## config.mk

```make
export PLATFORM = sky130hd
export DESIGN_NAME = muldiv_unit
export DESIGN_NICKNAME = d
export VERILOG_FILES = /design/src/rtl/muldiv_pkg.sv /design/src/rtl/muldiv_ctrl.sv /design/src/rtl/muldiv_dp.sv /design/src/rtl/muldiv_unit.sv
export SDC_FILE = /design/constraint.sdc
export NUM_CORES = 1
export LEC_CHECK = 0
export ABC_CLOCK_PERIOD_IN_PS = 11000
export BUFFER_PORTS_ARGS = -buffer_cell sky130_fd_sc_hd__buf_2
export CAP_MARGIN = 20
export CORE_MARGIN = 2
export CORE_UTILIZATION = 40
export CTS_CLUSTER_DIAMETER = 50
export DETAILED_ROUTE_END_ITERATION = 10
export GPL_ROUTABILITY_DRIVEN = 0
export PLACE_DENSITY = 0.61
export SYNTH_ARGS = -nofsm -noshare
export SYNTH_HDL_FRONTEND = slang
export SYNTH_HIERARCHICAL = 1
export SYNTH_SLANG_ARGS = --single-unit
```

## constraint.sdc

```tcl
create_clock -name clk -period 11 [get_ports clk]
set_clock_uncertainty 0.2 [all_clocks]
set_input_delay 0 -clock clk [delete_from_list [all_inputs] [get_ports clk]]
set_output_delay 0 -clock clk [all_outputs]
set_load 0.02 [all_outputs]
```

## src/rtl/muldiv_pkg.sv

```systemverilog
package muldiv_pkg;

  typedef enum logic [1:0] {
    OP_MULU = 2'b00,
    OP_MULS = 2'b01,
    OP_DIVU = 2'b10,
    OP_DIVS = 2'b11
  } mdOp_e;

  // strobes from control to datapath
  typedef struct packed {
    logic load;      // capture operands this edge
    logic step;      // run one iteration this edge
    logic last;      // this iteration is the final one
    logic isDiv;     // divide (else multiply)
    logic isSigned;  // signed variant
  } mdStrobe_t;

endpackage

```

## src/rtl/muldiv_ctrl.sv

```systemverilog
module muldiv_ctrl
  import muldiv_pkg::*;
#(
  parameter int STEPS = 32
) (
  input  logic      clk,
  input  logic      rstN,
  input  logic      issueValid,
  input  logic [1:0] issueOp,
  output logic      busy,
  output mdStrobe_t strb
);

  localparam int CW = (STEPS > 1) ? $clog2(STEPS) : 1;
  localparam logic [CW-1:0] LAST_STEP = CW'(STEPS - 1);

  logic          busyQ;
  logic [CW-1:0] stepCnt;
  mdOp_e         opQ;
  logic          accept;
  logic          lastStep;

  assign accept   = issueValid && !busyQ;
  assign lastStep = busyQ && (stepCnt == LAST_STEP);

  always_comb begin
    strb.load     = accept;
    strb.step     = busyQ;
    strb.last     = lastStep;
    strb.isDiv    = accept ? issueOp[1] : opQ[1];
    strb.isSigned = accept ? issueOp[0] : opQ[0];
  end

  always_ff @(posedge clk) begin
    if (!rstN) begin
      busyQ   <= 1'b0;
      stepCnt <= '0;
      opQ     <= OP_MULU;
    end else if (accept) begin
      busyQ   <= 1'b1;
      stepCnt <= '0;
      opQ     <= mdOp_e'(issueOp);
    end else if (busyQ) begin
      if (lastStep) busyQ <= 1'b0;
      else          stepCnt <= stepCnt + 1'b1;
    end
  end

  assign busy = busyQ;

  // busy only starts after a request
  assert_busy_start_R2: assert property (@(posedge clk) disable iff (!rstN)
    $rose(busyQ) |-> $past(issueValid));

  // busy persists until the final iteration
  assert_busy_hold_R2: assert property (@(posedge clk) disable iff (!rstN)
    (busyQ && !lastStep) |=> busyQ);

  // no new load while an operation runs
  assert_ignore_issue_R8: assert property (@(posedge clk) disable iff (!rstN)
    busyQ |-> !strb.load);

endmodule

```

## src/rtl/muldiv_dp.sv

```systemverilog
module muldiv_dp
  import muldiv_pkg::*;
#(
  parameter int WIDTH = 32
) (
  input  logic             clk,
  input  logic             rstN,
  input  mdStrobe_t        strb,
  input  logic [WIDTH-1:0] opA,
  input  logic [WIDTH-1:0] opB,
  output logic [WIDTH-1:0] hi,
  output logic [WIDTH-1:0] lo
);

  localparam int MSB = WIDTH - 1;

  // working state
  logic [WIDTH-1:0] accQ;    // product upper half / partial remainder
  logic [WIDTH-1:0] lowQ;    // multiplier bits / dividend shifting into quotient
  logic [WIDTH-1:0] opndQ;   // multiplicand / divisor magnitude
  logic             negLoQ;  // negate product or quotient
  logic             negHiQ;  // negate remainder
  logic             divZeroQ;
  logic [WIDTH-1:0] hiQ, loQ;

  // operand magnitudes at load
  logic             signA, signB;
  logic [WIDTH-1:0] magA, magB;

  always_comb begin
    signA = strb.isSigned && opA[MSB];
    signB = strb.isSigned && opB[MSB];
    magA  = signA ? (~opA + 1'b1) : opA;
    magB  = signB ? (~opB + 1'b1) : opB;
  end

  // one multiply iteration
  logic [WIDTH:0]   mulSum;
  logic [WIDTH-1:0] mulAccNext, mulLowNext;

  always_comb begin
    mulSum     = {1'b0, accQ} + (lowQ[0] ? {1'b0, opndQ} : {(WIDTH+1){1'b0}});
    mulAccNext = mulSum[WIDTH:1];
    mulLowNext = {mulSum[0], lowQ[WIDTH-1:1]};
  end

  // one restoring-divide iteration
  logic [WIDTH:0]   divShift, divDiff;
  logic             divFits;
  logic [WIDTH-1:0] divAccNext, divLowNext;

  always_comb begin
    divShift   = {accQ, lowQ[MSB]};
    divDiff    = divShift - {1'b0, opndQ};
    divFits    = !divDiff[WIDTH];
    divAccNext = divFits ? divDiff[WIDTH-1:0] : divShift[WIDTH-1:0];
    divLowNext = {lowQ[WIDTH-2:0], divFits};
  end

  logic [WIDTH-1:0] accNext, lowNext;
  assign accNext = strb.isDiv ? divAccNext : mulAccNext;
  assign lowNext = strb.isDiv ? divLowNext : mulLowNext;

  // sign correction on the final step
  logic [2*WIDTH-1:0] prodMag, prodFinal;
  logic [WIDTH-1:0]   quotFinal, remFinal;
  logic [WIDTH-1:0]   hiFinal, loFinal;

  always_comb begin
    prodMag   = {accNext, lowNext};
    prodFinal = negLoQ ? (~prodMag + 1'b1) : prodMag;
    quotFinal = divZeroQ ? {WIDTH{1'b1}}
                         : (negLoQ ? (~lowNext + 1'b1) : lowNext);
    remFinal  = negHiQ ? (~accNext + 1'b1) : accNext;
    if (strb.isDiv) begin
      hiFinal = remFinal;
      loFinal = quotFinal;
    end else begin
      hiFinal = prodFinal[2*WIDTH-1:WIDTH];
      loFinal = prodFinal[WIDTH-1:0];
    end
  end

  always_ff @(posedge clk) begin
    if (!rstN) begin
      accQ     <= '0;
      lowQ     <= '0;
      opndQ    <= '0;
      negLoQ   <= 1'b0;
      negHiQ   <= 1'b0;
      divZeroQ <= 1'b0;
      hiQ      <= '0;
      loQ      <= '0;
    end else if (strb.load) begin
      accQ     <= '0;
      lowQ     <= magA;
      opndQ    <= magB;
      negLoQ   <= signA ^ signB;
      negHiQ   <= strb.isDiv && signA;
      divZeroQ <= strb.isDiv && (opB == '0);
    end else if (strb.step) begin
      accQ <= accNext;
      lowQ <= lowNext;
      if (strb.last) begin
        hiQ <= hiFinal;
        loQ <= loFinal;
      end
    end
  end

  assign hi = hiQ;
  assign lo = loQ;

  // result registers move only on the completing edge
  assert_hilo_hold_R6: assert property (@(posedge clk) disable iff (!rstN)
    !strb.last |=> ($stable(hiQ) && $stable(loQ)));

  // zero divisor gives an all-ones quotient
  assert_divzero_lo_R5: assert property (@(posedge clk) disable iff (!rstN)
    (strb.last && strb.isDiv && divZeroQ) |=> (loQ == {WIDTH{1'b1}}));

endmodule

```

## src/rtl/muldiv_unit.sv

```systemverilog
module muldiv_unit
  import muldiv_pkg::*;
#(
  parameter int WIDTH = 32
) (
  input  logic             clk,
  input  logic             rstN,
  input  logic             issueValid,
  input  logic [1:0]       issueOp,
  input  logic [WIDTH-1:0] opA,
  input  logic [WIDTH-1:0] opB,
  input  logic             decodeReadsHiLo,
  input  logic             decodeIsMulDiv,
  output logic             stallDecode,
  output logic             busy,
  output logic [WIDTH-1:0] hiOut,
  output logic [WIDTH-1:0] loOut
);

  mdStrobe_t strb;
  logic      busyInt;

  muldiv_ctrl #(.STEPS(WIDTH)) u_ctrl (
    .clk        (clk),
    .rstN       (rstN),
    .issueValid (issueValid),
    .issueOp    (issueOp),
    .busy       (busyInt),
    .strb       (strb)
  );

  muldiv_dp #(.WIDTH(WIDTH)) u_dp (
    .clk  (clk),
    .rstN (rstN),
    .strb (strb),
    .opA  (opA),
    .opB  (opB),
    .hi   (hiOut),
    .lo   (loOut)
  );

  assign busy        = busyInt;
  assign stallDecode = busyInt && (decodeReadsHiLo || decodeIsMulDiv);

  // a dependent instruction is held while busy
  assert_stall_on_R7: assert property (@(posedge clk) disable iff (!rstN)
    (busyInt && decodeReadsHiLo) |-> stallDecode);

  // never stall while idle
  assert_stall_off_R7: assert property (@(posedge clk) disable iff (!rstN)
    !busyInt |-> !stallDecode);

endmodule

```

==> flow_summary.yaml <==
critical_path:
  reg2reg_depth: 21
  path_depth: 21
  cp.arrival_ps: 6530
  r2r-end: "u_dp/hi[26]$_SDFFE_PN0P_"
  slowest_stage: "dfxtp_1"
  slowest_delay_ps: 510
  path_buf_inv: 1
  crit_path_cell_trace: "inv_1, ha_1, fa_1, nand2b_1, a21oi_1, o21ai_4, o21ai_4, a21oi_2, xnor2_4, nand2_1, a21boi_0, ha_1, nand2_1, or3_1, or3_1, or2_1, o41ai_1, a31oi_1, o41a_1, xnor2_1, a21oi_1"
  cp.required_ps: 11110
  cp_top_family: "compound AO/OA/AOI/OAI gates"
  r2r-start: "u_dp/lowQ[31]$_SDFFE_PN0P_"
  critPathLaunchType: "flop"
  r2r_slack_ps: 4580
  worst-path-max-fanout: 11
  crit_type: "reg -> reg"
  critPathCaptureType: "flop"
layout:
  n_fill_cell: 3793
  area_growth_pct: 17.0
  antenna_cells: 0
  fin_nets: 2340
  drive_above_1_share: 0.111
  stdcell_area_um2: 17700
  multiInputGateArea_um2: 10900
  seqCellArea_um2: 3430
timing:
  period_share: 0.584
  rsz0062_at_grt: "no"
  clock.fmax_mhz: 156
  tns_ps: 0
  max-slew-margin-rel: 0.332
  setup_slack_ps: 4580
  slew_violations: 0
  period_minus_slack_ps: 6420
  hold_slack_ps: 118
  hold_viol_final: 0
  setup_viol: 0
  tightestPinTransition_ps: 1000
clocking:
  clkTransAtPathRegs_ps: 80
  cts_setup_buffers: 0
  cts_buffers: 17
  cts_tree: "done"
  clock_sinks: 171
  clkLatencyLatePin_ps: 460
  htree_levels: 4
  cts_buffer_depth: 2
  cts-root-buf: "clkbuf_16"
grt:
  grt_overflow_total: 0
  grt_pass1_wl_um: 84900
  grt_start_max_net_pins: 91
  track_usage: 0.276
  antenna_found_initial: 0
  grt_pass1_vias: 15200
synthesis:
  synth_edf_count: 0
  ys_warn_count: 6
  syn_area_um2: 15100
  synth.top_cell.area_share: 0.226
  avgSynthCellArea_um2: 7.39
  synth_area_leaders: "dfxtp_1 23%, a21oi_1 6.1%, ha_1 5.8%"
  synth_largest_area_cell: "dfxtp_1"
  seq_area_frac_synth: 0.226
  synthDistinctLibCells: 98
  syn_nets: 2187
  synthCells: 2044
  ys.flop_type: "dfxtp_1"
  ys_ff_latch: 171
  ys_async_sr_fraction: 0
drt:
  ant_nets: 0
  topRoutingLayerUsed: "met4"
  met1_length_um: 24500
  drc_errors: 0
  wl_um: 54400
  dr.pass1.iters: 7
  wl_met2_um: 24500
  via_count: 16100
  first_iter_violations: 1637
  avgRoutedWirePerCell_um: 20.0
  met3_length_um: 3290
  vias_per_cell: 5.91
run:
  max_cap_viol_count: 0
placement:
  pre_cts_slack_ps: 4740
  port_buffers: 136
  placed_cell_area_um2: 16100
  dp_hpwl_um: 40600
pwr:
  p_leak_nw: 7.08
  powerDensity_nw_per_um2: 121
  ir_drop_uv: 101
status:
  status: "completed"
min_path:
  min_delay_worst_endpoint: "stallDecode"
  hold_depth: 3
  min-delay-start: "decodeReadsHiLo"
  hold_class: "in -> out"
die:
  rows: 71
  start_util: 0.404
  die_w_um: 198
  ios: 137
  core_region_area_um2: 37400
  die_h_um: 198
  die_area_um2: 39400
[worst max path at each step]
stage / start / endpoint / slack [ps]
2_1_floorplan: u_dp/lowQ[31]$_SDFFE_PN0P_ / u_dp/hi[20]$_SDFFE_PN0P_ / 5780
3_3_place_gp: u_dp/accQ[4]$_SDFFE_PP0P_ / u_dp/hi[26]$_SDFFE_PN0P_ / 4850
3_5_place_dp: u_dp/lowQ[31]$_SDFFE_PN0P_ / u_dp/hi[26]$_SDFFE_PN0P_ / 4740
4_1_cts: u_dp/lowQ[31]$_SDFFE_PN0P_ / u_dp/hi[26]$_SDFFE_PN0P_ / 4710
5_1_grt: u_dp/lowQ[31]$_SDFFE_PN0P_ / u_dp/hi[20]$_SDFFE_PN0P_ / 4320
6_report: u_dp/lowQ[31]$_SDFFE_PN0P_ / u_dp/hi[26]$_SDFFE_PN0P_ / 4580
[area by class of cell]
cell class | count | share of cell area
tap | 511 | 0.0362
sequential | 171 | 0.194
clock inverter | 12 | 0.00736
inverter | 68 | 0.0144
clock buffer | 19 | 0.0256
multi-input combinational | 1680 | 0.617
timing repair buffer | 259 | 0.105
[cells by family (layout without fill, tap and decap cells)]
group | count (synthesis) | in the layout | synth area share
muxes | 85 | 85 | 0.0575
buffers and inverters | 193 | 358 | 0.0526
AOI/OAI and AO/OA | 642 | 642 | 0.273
adders and majority gates | 72 | 72 | 0.0606
DFF | 171 | 171 | 0.226
xor gates and xnor gates | 157 | 157 | 0.0935
and+or+nand+nor | 724 | 724 | 0.237
[tightest hold or removal path: stages]
cell and delay, ps:
buf_2 80, o21a_1 90, buf_2 150
[cells in the final DEF, fill, tap and decap left out, drive strengths merged, types with 26 or more instances in the layout]
cell type    instances
ha                  70
and2                57
o22ai               26
xor2                62
inv                 72
nand2b              28
buf                155
xnor2               95
nand2              157
mux2i               76
or3                 41
nor3                57
nand3               40
a21oi              184
nor2               228
dfxtp              171
o21ai              162
a211oi              68
dlygate4sd3        104
[synthesized netlist by cell type, drive strengths merged, types with 62 or more instances]
library cell	number
a211oi	68
a21oi	184
clkbuf	89
dfxtp	171
ha	70
inv	67
mux2i	76
nand2	157
nor2	228
o21ai	162
xnor2	95
xor2	62
[power breakdown]
part | switching [W] | total, W | leakage, nW | internal [W]
clock network | 0.000294 | 0.000624 | 0.284 | 0.000330
logic | 0.000519 | 0.000831 | 5.40 | 0.000311
registers | 0.0000397 | 0.000685 | 1.39 | 0.000646
[flip-flops by register name, indices dropped and copies added, names as in the netlist]
name	flops
u_dp/negHiQ	1
u_ctrl/stepCnt	5
u_dp/accQ	32
u_dp/hi	32
u_dp/lowQ	32
u_dp/negLoQ	1
u_ctrl/busy	1
u_dp/lo	32
u_dp/divZeroQ	1
u_dp/opndQ	32
u_ctrl/opQ	2
[metal layers]
| metal | track usage | vias to the layer above |
|---|---|---|
| met4 | 0.116 | 0 |
| met5 | 0 | - |
| met3 | 0.0334 | 110 |
| li1 | - | 7754 |
| met2 | 0.448 | 603 |
| met1 | 0.369 | 7620 |
[metrics by stage]
step	util	cells	total power, W
CTS	0.473	2720	0.00213
global placement	0.429	2584	0.00146
detailed placement	0.429	2585	0.00147
floorplan	-	2044	0.00125
global route	0.473	2720	0.00224
finish	0.473	2720	0.00214
[repair_timing]
action                                 in CTS  in global routing
gates resized for setup                     0                  0
endpoints found under the hold margin     108                  0
hold buffers                              104                  0
No activity file was read; power rests on OpenSTA's default activity.
